**src/rtl/evt_tmr_pkg.sv**
```systemverilog
package evt_tmr_pkg;

  // Control word bit positions; software decodes these.
  localparam int unsigned CTRL_EN_BIT  = 0;
  localparam int unsigned CTRL_IE_BIT  = 1;
  localparam int unsigned CTRL_CLR_BIT = 4;

  // Commands from the register decode to the counter, valid one cycle.
  typedef struct packed {
    logic load;   // accepted count write
    logic halt;   // control write with enable cleared
    logic clr;    // write-one clear of expired condition
  } tmr_cmd_t;

endpackage

```
**src/rtl/evt_tmr_rst_sync.sv**
```systemverilog
module evt_tmr_rst_sync #(
  parameter int unsigned STAGES = 2
) (
  input  logic clk,
  input  logic rst_n,
  output logic rst_n_sync
);

  logic [STAGES-1:0] sync_q;

  always_ff @(posedge clk or negedge rst_n) begin
    if (!rst_n) begin
      sync_q <= '0;
    end else begin
      sync_q <= {sync_q[STAGES-2:0], 1'b1};
    end
  end

  assign rst_n_sync = sync_q[STAGES-1];

endmodule

```
**src/rtl/evt_tmr_regs.sv**
```systemverilog
module evt_tmr_regs
  import evt_tmr_pkg::*;
#(
  parameter int unsigned            ADDR_W    = 8,
  parameter int unsigned            CNT_W     = 32,
  parameter logic [ADDR_W-1:0]      CTRL_OFS  = 8'h40,
  parameter logic [ADDR_W-1:0]      VAL_OFS   = 8'h44,
  parameter int unsigned            MIN_TICKS = 3
) (
  input  logic              clk,
  input  logic              rst_n,
  input  logic              bus_sel,
  input  logic              bus_wr,
  input  logic [ADDR_W-1:0] bus_addr,
  input  logic [CNT_W-1:0]  bus_wdata,
  input  logic [CNT_W-1:0]  count,
  output logic [CNT_W-1:0]  bus_rdata,
  output logic              en,
  output logic              irq_en,
  output tmr_cmd_t          cmd,
  output logic [CNT_W-1:0]  load_val
);

  localparam logic [CNT_W-1:0] MIN_VAL = CNT_W'(MIN_TICKS);

  logic en_q, en_d;
  logic ie_q, ie_d;
  logic hit_ctrl, hit_val;
  logic wr_ctrl, wr_val, rd_any;

  assign hit_ctrl = (bus_addr == CTRL_OFS);
  assign hit_val  = (bus_addr == VAL_OFS);
  assign wr_ctrl  = bus_sel & bus_wr & hit_ctrl;
  assign wr_val   = bus_sel & bus_wr & hit_val;
  assign rd_any   = bus_sel & ~bus_wr;

  // Next state of the control bits.
  always_comb begin
    en_d = en_q;
    ie_d = ie_q;
    if (wr_ctrl) begin
      en_d = bus_wdata[CTRL_EN_BIT];
      if (!bus_wdata[CTRL_EN_BIT]) begin
        ie_d = 1'b0;
      end else if (en_q) begin
        ie_d = bus_wdata[CTRL_IE_BIT];
      end
    end
  end

  always_ff @(posedge clk or negedge rst_n) begin
    if (!rst_n) begin
      en_q <= 1'b0;
      ie_q <= 1'b0;
    end else begin
      en_q <= en_d;
      ie_q <= ie_d;
    end
  end

  // Commands for the counter.
  always_comb begin
    cmd.load = wr_val & en_q;
    cmd.halt = wr_ctrl & ~bus_wdata[CTRL_EN_BIT];
    cmd.clr  = wr_ctrl & bus_wdata[CTRL_CLR_BIT];
    load_val = (bus_wdata < MIN_VAL) ? MIN_VAL : bus_wdata;
  end

  // Read mux; clear bit reads as zero.
  always_comb begin
    bus_rdata = '0;
    if (rd_any) begin
      if (hit_ctrl) begin
        bus_rdata[CTRL_EN_BIT] = en_q;
        bus_rdata[CTRL_IE_BIT] = ie_q;
      end else if (hit_val) begin
        bus_rdata = count;
      end
    end
  end

  assign en     = en_q;
  assign irq_en = ie_q;

endmodule

```
**src/rtl/evt_tmr_counter.sv**
```systemverilog
module evt_tmr_counter
  import evt_tmr_pkg::*;
#(
  parameter int unsigned CNT_W = 32
) (
  input  logic             clk,
  input  logic             rst_n,
  input  logic             en,
  input  logic             tick_en,
  input  tmr_cmd_t         cmd,
  input  logic [CNT_W-1:0] load_val,
  output logic [CNT_W-1:0] count,
  output logic             expired,
  output logic             running
);

  localparam logic [CNT_W-1:0] ONE = CNT_W'(1);

  logic [CNT_W-1:0] cnt_q, cnt_d;
  logic             run_q, run_d;
  logic             exp_q, exp_d;
  logic             step;

  assign step = en & run_q & tick_en;

  // Priority: halt over load over step; a set from expiry beats a clear.
  always_comb begin
    cnt_d = cnt_q;
    run_d = run_q;
    exp_d = exp_q;
    if (cmd.clr) begin
      exp_d = 1'b0;
    end
    if (cmd.halt) begin
      run_d = 1'b0;
    end else if (cmd.load) begin
      cnt_d = load_val;
      run_d = 1'b1;
      exp_d = 1'b0;
    end else if (step) begin
      cnt_d = cnt_q - ONE;
      if (cnt_q == ONE) begin
        run_d = 1'b0;
        exp_d = 1'b1;
      end
    end
  end

  always_ff @(posedge clk or negedge rst_n) begin
    if (!rst_n) begin
      cnt_q <= '0;
      run_q <= 1'b0;
      exp_q <= 1'b0;
    end else begin
      cnt_q <= cnt_d;
      run_q <= run_d;
      exp_q <= exp_d;
    end
  end

  assign count   = cnt_q;
  assign expired = exp_q;
  assign running = run_q;

endmodule

```
**src/rtl/evt_countdown_timer.sv**
```systemverilog
module evt_countdown_timer
  import evt_tmr_pkg::*;
#(
  parameter int unsigned       ADDR_W    = 8,
  parameter int unsigned       CNT_W     = 32,
  parameter logic [ADDR_W-1:0] CTRL_OFS  = 8'h40,
  parameter logic [ADDR_W-1:0] VAL_OFS   = 8'h44,
  parameter int unsigned       MIN_TICKS = 3
) (
  input  logic              clk,
  input  logic              rst_n,
  input  logic              tick_en,
  input  logic              bus_sel,
  input  logic              bus_wr,
  input  logic [ADDR_W-1:0] bus_addr,
  input  logic [CNT_W-1:0]  bus_wdata,
  output logic [CNT_W-1:0]  bus_rdata,
  output logic              irq
);

  logic             rst_n_sync;
  logic             en, irq_en, expired, running;
  tmr_cmd_t         cmd;
  logic [CNT_W-1:0] load_val;
  logic [CNT_W-1:0] count;

  evt_tmr_rst_sync #(.STAGES(2)) u_rst (
    .clk        (clk),
    .rst_n      (rst_n),
    .rst_n_sync (rst_n_sync)
  );

  evt_tmr_regs #(
    .ADDR_W    (ADDR_W),
    .CNT_W     (CNT_W),
    .CTRL_OFS  (CTRL_OFS),
    .VAL_OFS   (VAL_OFS),
    .MIN_TICKS (MIN_TICKS)
  ) u_regs (
    .clk       (clk),
    .rst_n     (rst_n_sync),
    .bus_sel   (bus_sel),
    .bus_wr    (bus_wr),
    .bus_addr  (bus_addr),
    .bus_wdata (bus_wdata),
    .count     (count),
    .bus_rdata (bus_rdata),
    .en        (en),
    .irq_en    (irq_en),
    .cmd       (cmd),
    .load_val  (load_val)
  );

  evt_tmr_counter #(.CNT_W(CNT_W)) u_cnt (
    .clk      (clk),
    .rst_n    (rst_n_sync),
    .en       (en),
    .tick_en  (tick_en),
    .cmd      (cmd),
    .load_val (load_val),
    .count    (count),
    .expired  (expired),
    .running  (running)
  );

  assign irq = expired & irq_en;

endmodule

```
**config.mk**
```make
export PLATFORM = sky130hd
export DESIGN_NAME = evt_countdown_timer
export DESIGN_NICKNAME = d
export VERILOG_FILES = /design/src/rtl/evt_tmr_pkg.sv /design/src/rtl/evt_tmr_rst_sync.sv /design/src/rtl/evt_tmr_regs.sv /design/src/rtl/evt_tmr_counter.sv /design/src/rtl/evt_countdown_timer.sv
export SDC_FILE = /design/constraint.sdc
export NUM_CORES = 1
export LEC_CHECK = 0
export BUFFER_PORTS_ARGS = -buffer_cell sky130_fd_sc_hd__buf_2
export CORE_AREA = 2 2 59 103
export CTS_BUF_LIST = sky130_fd_sc_hd__clkbuf_8
export CTS_CLUSTER_DIAMETER = 200
export DETAILED_ROUTE_END_ITERATION = 10
export DIE_AREA = 0 0 61 105
export GPL_ROUTABILITY_DRIVEN = 1
export PLACE_DENSITY = 0.76
export SYNTH_ARGS = -nofsm -noshare
export SYNTH_HDL_FRONTEND = slang
export SYNTH_SLANG_ARGS = --single-unit
```
**constraint.sdc**
```tcl
create_clock -name clk -period 2.6 [get_ports clk]
set_input_delay 0.52 -clock clk [delete_from_list [all_inputs] [get_ports clk]]
set_output_delay 0.52 -clock clk [all_outputs]
set_load 0.02 [all_outputs]
```
==> Flow_metrics.wiki, run 1 <==
{| class="wikitable"
! Metric !! Value
|-
| Design internal power || ~840 µW
|-
| Tot GR Track Use || 0.248
|-
| Post-route worst setup slack || -170 ps
|-
| N_diodes || 0
|-
| Most common library cell in the layout ignoring fill and taps || sky130_fd_sc_hd__buf_2
|-
| Number of failing setup endpoints in the final timing report || 30
|-
| Fraction of final layout cells sized beyond drive strength 1 || 0.372
|-
| Ys flop type || sky130_fd_sc_hd__dfrtp_1
|-
| Post-placement cell area || approximately 3200 µm²
|-
| Number of levels the H-tree was split into || 2
|-
| Number of nets with antenna violations after routing || 0
|-
| Sum of met3 wire segment lengths after detailed routing || roughly 330 µm
|-
| Summed instance area of the synthesized netlist || approximately 2600 µm²
|-
| Count of state elements after synthesis || 38
|-
| Metal1 wirelength || approximately 2.7 mm
|-
| Shortest period the worst path allows || around 2800 ps
|-
| Max clock buf depth || 2
|-
| Via count of the first global-routing pass || around 2,700
|-
| DPL Wire Length || ~5.6 mm
|-
| Share of total power in combinational logic || 0.074
|-
| Most used cells in the layout excluding fill and tap cells || sky130_fd_sc_hd__buf_2 (46), sky130_fd_sc_hd__dfrtp_1 (38), sky130_fd_sc_hd__buf_6 (31), sky130_fd_sc_hd__and2_4 (30)
|-
| DIE HEIGHT || 105 µm
|-
| Number of instances in the synthesized netlist || 306
|-
| Clock Sinks || 38
|-
| TritonCTS clock tree || done
|-
| Width of the die || 61 µm
|-
| Sw Pwr || 269 µW
|-
| Category of the worst setup path launch point || input port
|-
| First-pass GRT wire length || between 10 and 15 mm
|-
| Share of total power in sequential cells || 0.537
|-
| Number of ports placed on the die boundary || between 70 and 80
|-
| Max FO, Critical Path || 19
|-
| Worst supply voltage drop on vdd || around 340 µV
|-
| Final Max Slew Viols || 0
|-
| Detailed router's first-iteration violation count || 110
|-
| Final Cycle Share || 1.07
|-
| Met2 wire length || ~4.2 mm
|-
| Required arrival time at the worst endpoint || 2080 ps
|-
| Total CTS buffers || 5
|-
| Leak Pwr || between 0.0015 and 0.002 µW
|-
| Count of synthesis-stage warnings from yosys || 0
|-
| Area growth from synthesis to layout || 35.8%
|-
| Post-CTS setup repair buffer count || 0
|-
| Routed vias || between 2,000 and 3,000
|-
| Number of distinct library cell variants in the gate-level netlist after synthesis || 46
|-
| Root buffer cell || sky130_fd_sc_hd__clkbuf_8
|-
| CP Data Arrival Time || 2250 ps
|-
| Class of the tightest hold or removal check || register to asynchronous set/reset pin
|-
| Post-Route Setup TNS || -4740 ps
|-
| FMAX || ~0.36 GHz
|-
| Pin count of the biggest net entering global routing || 37
|-
| Routability cong. || ~0.85
|-
| Area of the core region || roughly 5500 µm²
|-
| Result of the run || finished with violations
|-
| Fraction of the yosys area taken by sequential cells || 0.366
|-
| Final setup skew || about 12 ps
|-
| Number of flops mapped to enable cells by yosys || 0
|-
| RSZ-0062 raised after global routing || true
|-
| Total power divided by cell area || 314 nW/µm²
|-
| Number of nets in the layout || approximately 440
|-
| Max Cap Viol || 0
|-
| Worst setup timing slack at the placement stage || -241 ps
|-
| Fraction of power consumed by the clock network || 0.389
|-
| Top layer in use || met4
|-
| Net Sw Frac || 0.242
|-
| Clock slew seen by the registers of the worst setup and hold paths || about 80 ps
|-
| DR pass1 iterations || 4
|-
| Summed area of non-filler cells in the final layout || 3530 µm²
|-
| Average cell area after synthesis || roughly 8.5 µm²
|-
| Port buffer count || 77
|-
| Total overflow reported by the global router || 0
|-
| Element type at the critical path end || output pin
|-
| Number of hold violations in the final report || 0
|-
| Worst hold-check slack || 290 ps
|-
| Syn nets || 353
|-
| Floorplan die area || between 6000 and 7000 µm²
|-
| Drt drc || 0
|-
| Async set-or-reset flop fraction in the synthesized netlist || 1.00
|-
| Failing checks || negative setup slack
|-
| Skew-Pair Late Insertion Delay || about 310 ps
|-
| Number of placement rows || 36
|-
| Starting density of the core || 0.469
|-
| Number of antenna violations at the first check in global routing || 0
|-
| Total length of routed wires || ~7.4 mm
|-
| Normalized max-slew margin || 0.645
|-
| Actual slew at the worst max-slew pin || 528 ps
|-
| CP Class || input port to output pin
|-
| Via-to-Cell Ratio || ~5.6
|-
| Wire length per cell || between 15 and 20 µm
|}
==> worst max-delay path: stages <==
cell	delay (ps)
sky130_fd_sc_hd__buf_6	90
sky130_fd_sc_hd__or4b_4	530
sky130_fd_sc_hd__or4_4	530
sky130_fd_sc_hd__nor2_4	160
sky130_fd_sc_hd__buf_12	170
sky130_fd_sc_hd__and2_4	150
sky130_fd_sc_hd__buf_6	110
==> cells in the mapped netlist (all sizes together), types with 8 or more instances <==
cell type | n | share of area
xnor2 | 13 | 0.044
xor2 | 15 | 0.051
clkbuf | 9 | 0.013
nor2 | 24 | 0.035
inv | 9 | 0.013
dfrtp | 38 | 0.37
and2 | 34 | 0.082
nand3 | 10 | 0.027
nand4 | 11 | 0.029
nand2 | 27 | 0.039
o21ai | 25 | 0.048
buf | 8 | 0.022
nor4 | 29 | 0.078
==> per-layer routing <==
metal / global-route usage / vias up
li1: - / 1265
met1: 0.276 / 1254
met2: 0.441 / 98
met3: 0.0421 / 15
met4: 0.0994 / 0
met5: 0 / -
==> final timing paths <==
path                                         to  slack [ps]            start  depth (start not counted)
worst max-delay path              bus_rdata[29]        -170      bus_addr[5]                          7
worst max register to register  u_cnt.count[26]         460  u_cnt.count[19]                          5
worst min register to register  u_cnt.count[29]         290  u_rst.sync_q[1]                          1
max in group asynchronous       u_cnt.count[11]        1960  u_rst.sync_q[1]                          1
worst min-delay path            u_cnt.count[29]         290  u_rst.sync_q[1]                          1
min in group clk                u_rst.sync_q[1]         350  u_rst.sync_q[0]                          0
==> timing repair <==
action,CTS,global route
endpoints found under the hold margin,2,0
endpoints found under the setup margin,30,30
pin swaps,2,0
cloned,0,0
hold buffers,1,0
resized for setup,60,1
==> state kept, by name, indices dropped and copies added (netlist names) <==
signal         cells
u_cnt.expired      1
u_cnt.count       32
u_cnt.running      1
u_rst.sync_q       2
u_regs.irq_en      1
u_regs.en          1
==> cells by family (layout without fill, tap and decap cells) <==
kind of cell / Yosys count / count (layout) / share of synthesized area
buf+inv: 26 / 113 / 0.0481
compound gates: 41 / 41 / 0.0876
flops: 38 / 38 / 0.366
other cells: 1 / 1 / 0.00144
fa+ha+maj: 2 / 2 / 0.00963
mux: 4 / 4 / 0.0159
simple gates: 166 / 166 / 0.377
xor+xnor: 28 / 28 / 0.0944
==> power groups by stage <==
stage	Sequential, µW	Combinational (µW)	Clock (µW)
after global routing	595	90.0	460
after CTS	595	81.9	434
after floorplan	614	19.7	0
after detailed placement	607	79.6	0
after global placement	607	78.7	0
final	595	81.7	432
==> final cells by class <==
cell class / instances / area (µm²)
Clock inverter: 2 / 8.76
Sequential cell: 38 / 951
Fill cell: 481 / 2010
Tap cell: 76 / 95.1
Clock buffer: 6 / 82.6
Multi-Input combinational cell: 242 / 1610
Inverter: 9 / 33.8
Timing Repair Buffer: 96 / 749
==> through the flow <==
step / instances / utilization / power [µW]
finish: 469 / 0.637 / 1110
global route: 469 / 0.637 / 1150
CTS: 469 / 0.636 / 1110
detailed placement: 460 / 0.584 / 686
global placement: 460 / 0.584 / 685
floorplan: 306 / - / 634
No activity file was read; power rests on OpenSTA's default activity.
==> inputs of run 2 (changes only) <==
--- a/config.mk
+++ b/config.mk
@@ -6,13 +6,13 @@
 export NUM_CORES = 1
 export LEC_CHECK = 0
 export BUFFER_PORTS_ARGS = -buffer_cell sky130_fd_sc_hd__buf_2
-export CORE_AREA = 2 2 59 103
-export CTS_BUF_LIST = sky130_fd_sc_hd__clkbuf_8
+export CORE_AREA = 2 2 57 99
+export CTS_BUF_LIST = sky130_fd_sc_hd__clkbuf_16
 export CTS_CLUSTER_DIAMETER = 200
 export DETAILED_ROUTE_END_ITERATION = 10
-export DIE_AREA = 0 0 61 105
+export DIE_AREA = 0 0 59 101
 export GPL_ROUTABILITY_DRIVEN = 1
-export PLACE_DENSITY = 0.76
+export PLACE_DENSITY = 0.78
 export SYNTH_ARGS = -nofsm -noshare
 export SYNTH_HDL_FRONTEND = slang
 export SYNTH_SLANG_ARGS = --single-unit
==> constraint.sdc (replaced) <==
create_clock -name clk -period 3.05 [get_ports clk]
set_input_delay 0.61 -clock clk [delete_from_list [all_inputs] [get_ports clk]]
set_output_delay 0.61 -clock clk [all_outputs]
set_load 0.02 [all_outputs]
==> run 2 against run 1 <==
The flow now finishes without violations. Final area is 9.0% lower. Clock-buffer cell count is 1 lower. Clock power is 13% higher. First-iteration DRC count is 5.5% lower. Setup slack better by 240 ps. Routed wire length is 4.2% lower. Core utilization is 1.5 points lower. Sequential share of layout area is 2.7 points higher. Combinational power is 18% lower. Sequential power is 15% lower. Non-clock buffer count is 5 lower. Highest routed layer unchanged.
==> Flow_metrics.wiki, run 2 (synthesis results as in run 1) <==
{| class="wikitable"
! Metric !! Value
|-
| Normalized max-slew margin || 0.614 (-0.0310)
|-
| CP Class || input port to output pin
|-
| Final setup skew || 5.49 ps (-6.28 ps)
|-
| Worst setup timing slack at the placement stage || -14.7 ps (+227 ps)
|-
| Area growth from synthesis to layout || 23.6%
|-
| Port buffer count || 77 (unchanged)
|-
| Capture point of the worst path || bus_rdata[2]
|-
| First-pass GRT wire length || 11.5 mm (-5.5%)
|-
| Floorplan die area || 5960 µm² (-7.0%)
|-
| Area taken by multi-input logic gates || 1530 µm² (-5.0%)
|-
| Skew-Pair Late Insertion Delay || 280 ps (-30 ps)
|-
| Total overflow reported by the global router || 0 (unchanged)
|-
| Number of ports placed on the die boundary || 78 (unchanged)
|-
| Max FO, Critical Path || 12 (-7)
|-
| Total CTS buffers || 5 (unchanged)
|-
| Number of placement rows || 35 (-2.8%)
|-
| Total power divided by cell area || 330 nW/µm² (+5.2%)
|-
| Grt met3 use || 0.0295 (-0.0126)
|-
| RSZ-0062 raised after global routing || false
|-
| DR pass1 iterations || 5 (+1)
|-
| Flip-flop count of the largest register, all copies and words added || 32 (unchanged)
|-
| Met2 Usage GRT || 0.463 (+0.0224)
|-
| CP Data Arrival Time || 2370 ps (+120 ps)
|-
| Starting density of the core || 0.503 (+0.0338)
|-
| R2R depth || 5 (unchanged)
|-
| Worst supply voltage drop on vdd || 274 µV (-19%)
|-
| Critical register-to-register path endpoint || u_cnt.count[29]
|-
| N_diodes || 0 (unchanged)
|-
| Pin count of the biggest net entering global routing || 45 (+22%)
|-
| Post-route worst setup slack || 67.0 ps (+237 ps)
|-
| Shortest period the worst path allows || 2980 ps
|-
| Detailed router's first-iteration violation count || 104 (-5.5%)
|-
| Leak Pwr || 0.00154 µW (-4.6%)
|-
| Required arrival time at the worst endpoint || 2440 ps (+360 ps)
|-
| Area of the core region || 5170 µm² (-6.7%)
|-
| Flop2flop setup slack || 670 ps (+210 ps)
|-
| Category of the worst setup path launch point || input port
|-
| Most used cells in the layout excluding fill and tap cells || sky130_fd_sc_hd__buf_2 (77), sky130_fd_sc_hd__dfrtp_1 (38), sky130_fd_sc_hd__and2_1 (33), sky130_fd_sc_hd__nand2_1 (27), sky130_fd_sc_hd__nor4_1 (27)
|-
| Met1 track demand over resource || 0.274 (-0.00213)
|-
| Startpoint of the most critical setup path || bus_addr[5]
|-
| Number of hold violations in the final report || 0 (unchanged)
|-
| Wire length per cell || 16.1 µm (+1.4%)
|-
| DPL Wire Length || 5.37 mm (-3.6%)
|-
| Actual slew at the worst max-slew pin || 574 ps (+46.0 ps)
|-
| Clock slew seen by the registers of the worst setup and hold paths || 50 ps (-30 ps)
|-
| Number of filler cells placed in the layout || 484 (+0.62%)
|-
| Number of levels the H-tree was split into || 2 (unchanged)
|-
| Max Cap Viol || 0 (unchanged)
|-
| FMAX || around 0.34 GHz
|-
| Class of the tightest hold or removal check || input port to asynchronous set/reset pin
|-
| Total length of routed wires || 7.12 mm (-4.2%)
|-
| Most used routing layer in global routing || met2
|-
| Number of nets in the layout || 434 (-1.1%)
|-
| Tot GR Track Use || 0.252 (+0.00443)
|-
| Via count of the first global-routing pass || 2,503 (-8.0%)
|-
| Routed vias || 2,571 (-2.3%)
|-
| Final Cycle Share || 0.978
|-
| Number of antenna violations at the first check in global routing || 0 (unchanged)
|-
| Number of nets with antenna violations after routing || 0 (unchanged)
|-
| Drt drc || 0 (unchanged)
|-
| TritonCTS clock tree || done
|-
| Via-to-Cell Ratio || 5.80 (+3.4%)
|-
| Fraction of final layout cells sized beyond drive strength 1 || 0.284 (-0.0880)
|-
| Most common library cell in the layout ignoring fill and taps || sky130_fd_sc_hd__buf_2
|-
| Final Max Slew Viols || 0 (unchanged)
|-
| Max clock buf depth || 2 (unchanged)
|-
| Worst hold-check slack || 104 ps (-186 ps)
|-
| Clock Sinks || 38 (unchanged)
|-
| Area occupied by registers || 951 µm² (unchanged)
|-
| Root buffer cell || sky130_fd_sc_hd__clkbuf_16
|-
| Post-CTS Hold Buffers || 0 (-1)
|-
| DIE HEIGHT || 101 µm (-3.8%)
|-
| Result of the run || completed
|-
| Routability cong. || 0.880 (+3.1%)
|-
| Number of failing setup endpoints in the final timing report || 0 (-100%)
|-
| Element type at the critical path end || output pin
|-
| Launch instance of the worst register-to-register path || u_cnt.count[0]
|-
| Width of the die || 59 µm (-3.3%)
|}
## run 2: repair_timing
item | CTS | global route
buffers inserted | 0 | 0
setup endpoints to repair | 2 | 21
resized for setup | 2 | 1
gates cloned | 0 | 0
## run 2: final cells by class
type | instances | area share
multi-input cells | 242 | 0.476
flip-flops and latches | 38 | 0.296
repair buffers | 91 | 0.154
clock buffers | 5 | 0.0389
well taps | 55 | 0.0214
inverters | 9 | 0.0105
clock inverters | 3 | 0.00350
## run 2: power by group
part	switching [µW]	internal, µW
clock network	193	294
registers	1.66	507
logic	37.6	29.1
total	232	830
## run 2: worst min-delay path by stage
| stage | to | slack, ps | cells past startpoint |
|---|---|---|---|
| detailed placement | u_cnt.count[8] | 300 | 1 |
| global placement | u_cnt.count[6] | 300 | 1 |
| global route | u_rst.sync_q[1] | 100 | 1 |
| finish | u_rst.sync_q[0] | 100 | 1 |
| CTS | u_rst.sync_q[1] | 100 | 1 |
| floorplan | u_rst.sync_q[0] | 310 | 0 |
## run 2: routing by layer
metal,up-vias,share of wire,routed length (µm)
met5,-,0,0
met4,0,0.026,182
met3,16,0.043,306
met2,85,0.55,3920
met1,1215,0.38,2710
li1,1255,-,-
## run 2: through the flow
| stage | setup TNS, ps | util | cells | instance area (µm²) | power, µW |
|---|---|---|---|---|---|
| after floorplan | 0 | - | 306 | 2600 | 540 |
| final | 0 | 0.622 | 443 | 3210 | 1060 |
| after CTS | 0 | 0.621 | 443 | 3210 | 1070 |
| after global placement | 0 | 0.593 | 435 | 3070 | 583 |
| after detailed placement | -28.8 | 0.593 | 435 | 3070 | 584 |
| after global routing | 0 | 0.622 | 443 | 3210 | 1100 |
## run 2: worst max-delay path, stage by stage
cell	delay (ps)
sky130_fd_sc_hd__buf_2	90
sky130_fd_sc_hd__or4b_4	530
sky130_fd_sc_hd__or4_4	510
sky130_fd_sc_hd__nor2_2	130
sky130_fd_sc_hd__buf_4	190
sky130_fd_sc_hd__and2_1	150
sky130_fd_sc_hd__buf_2	160
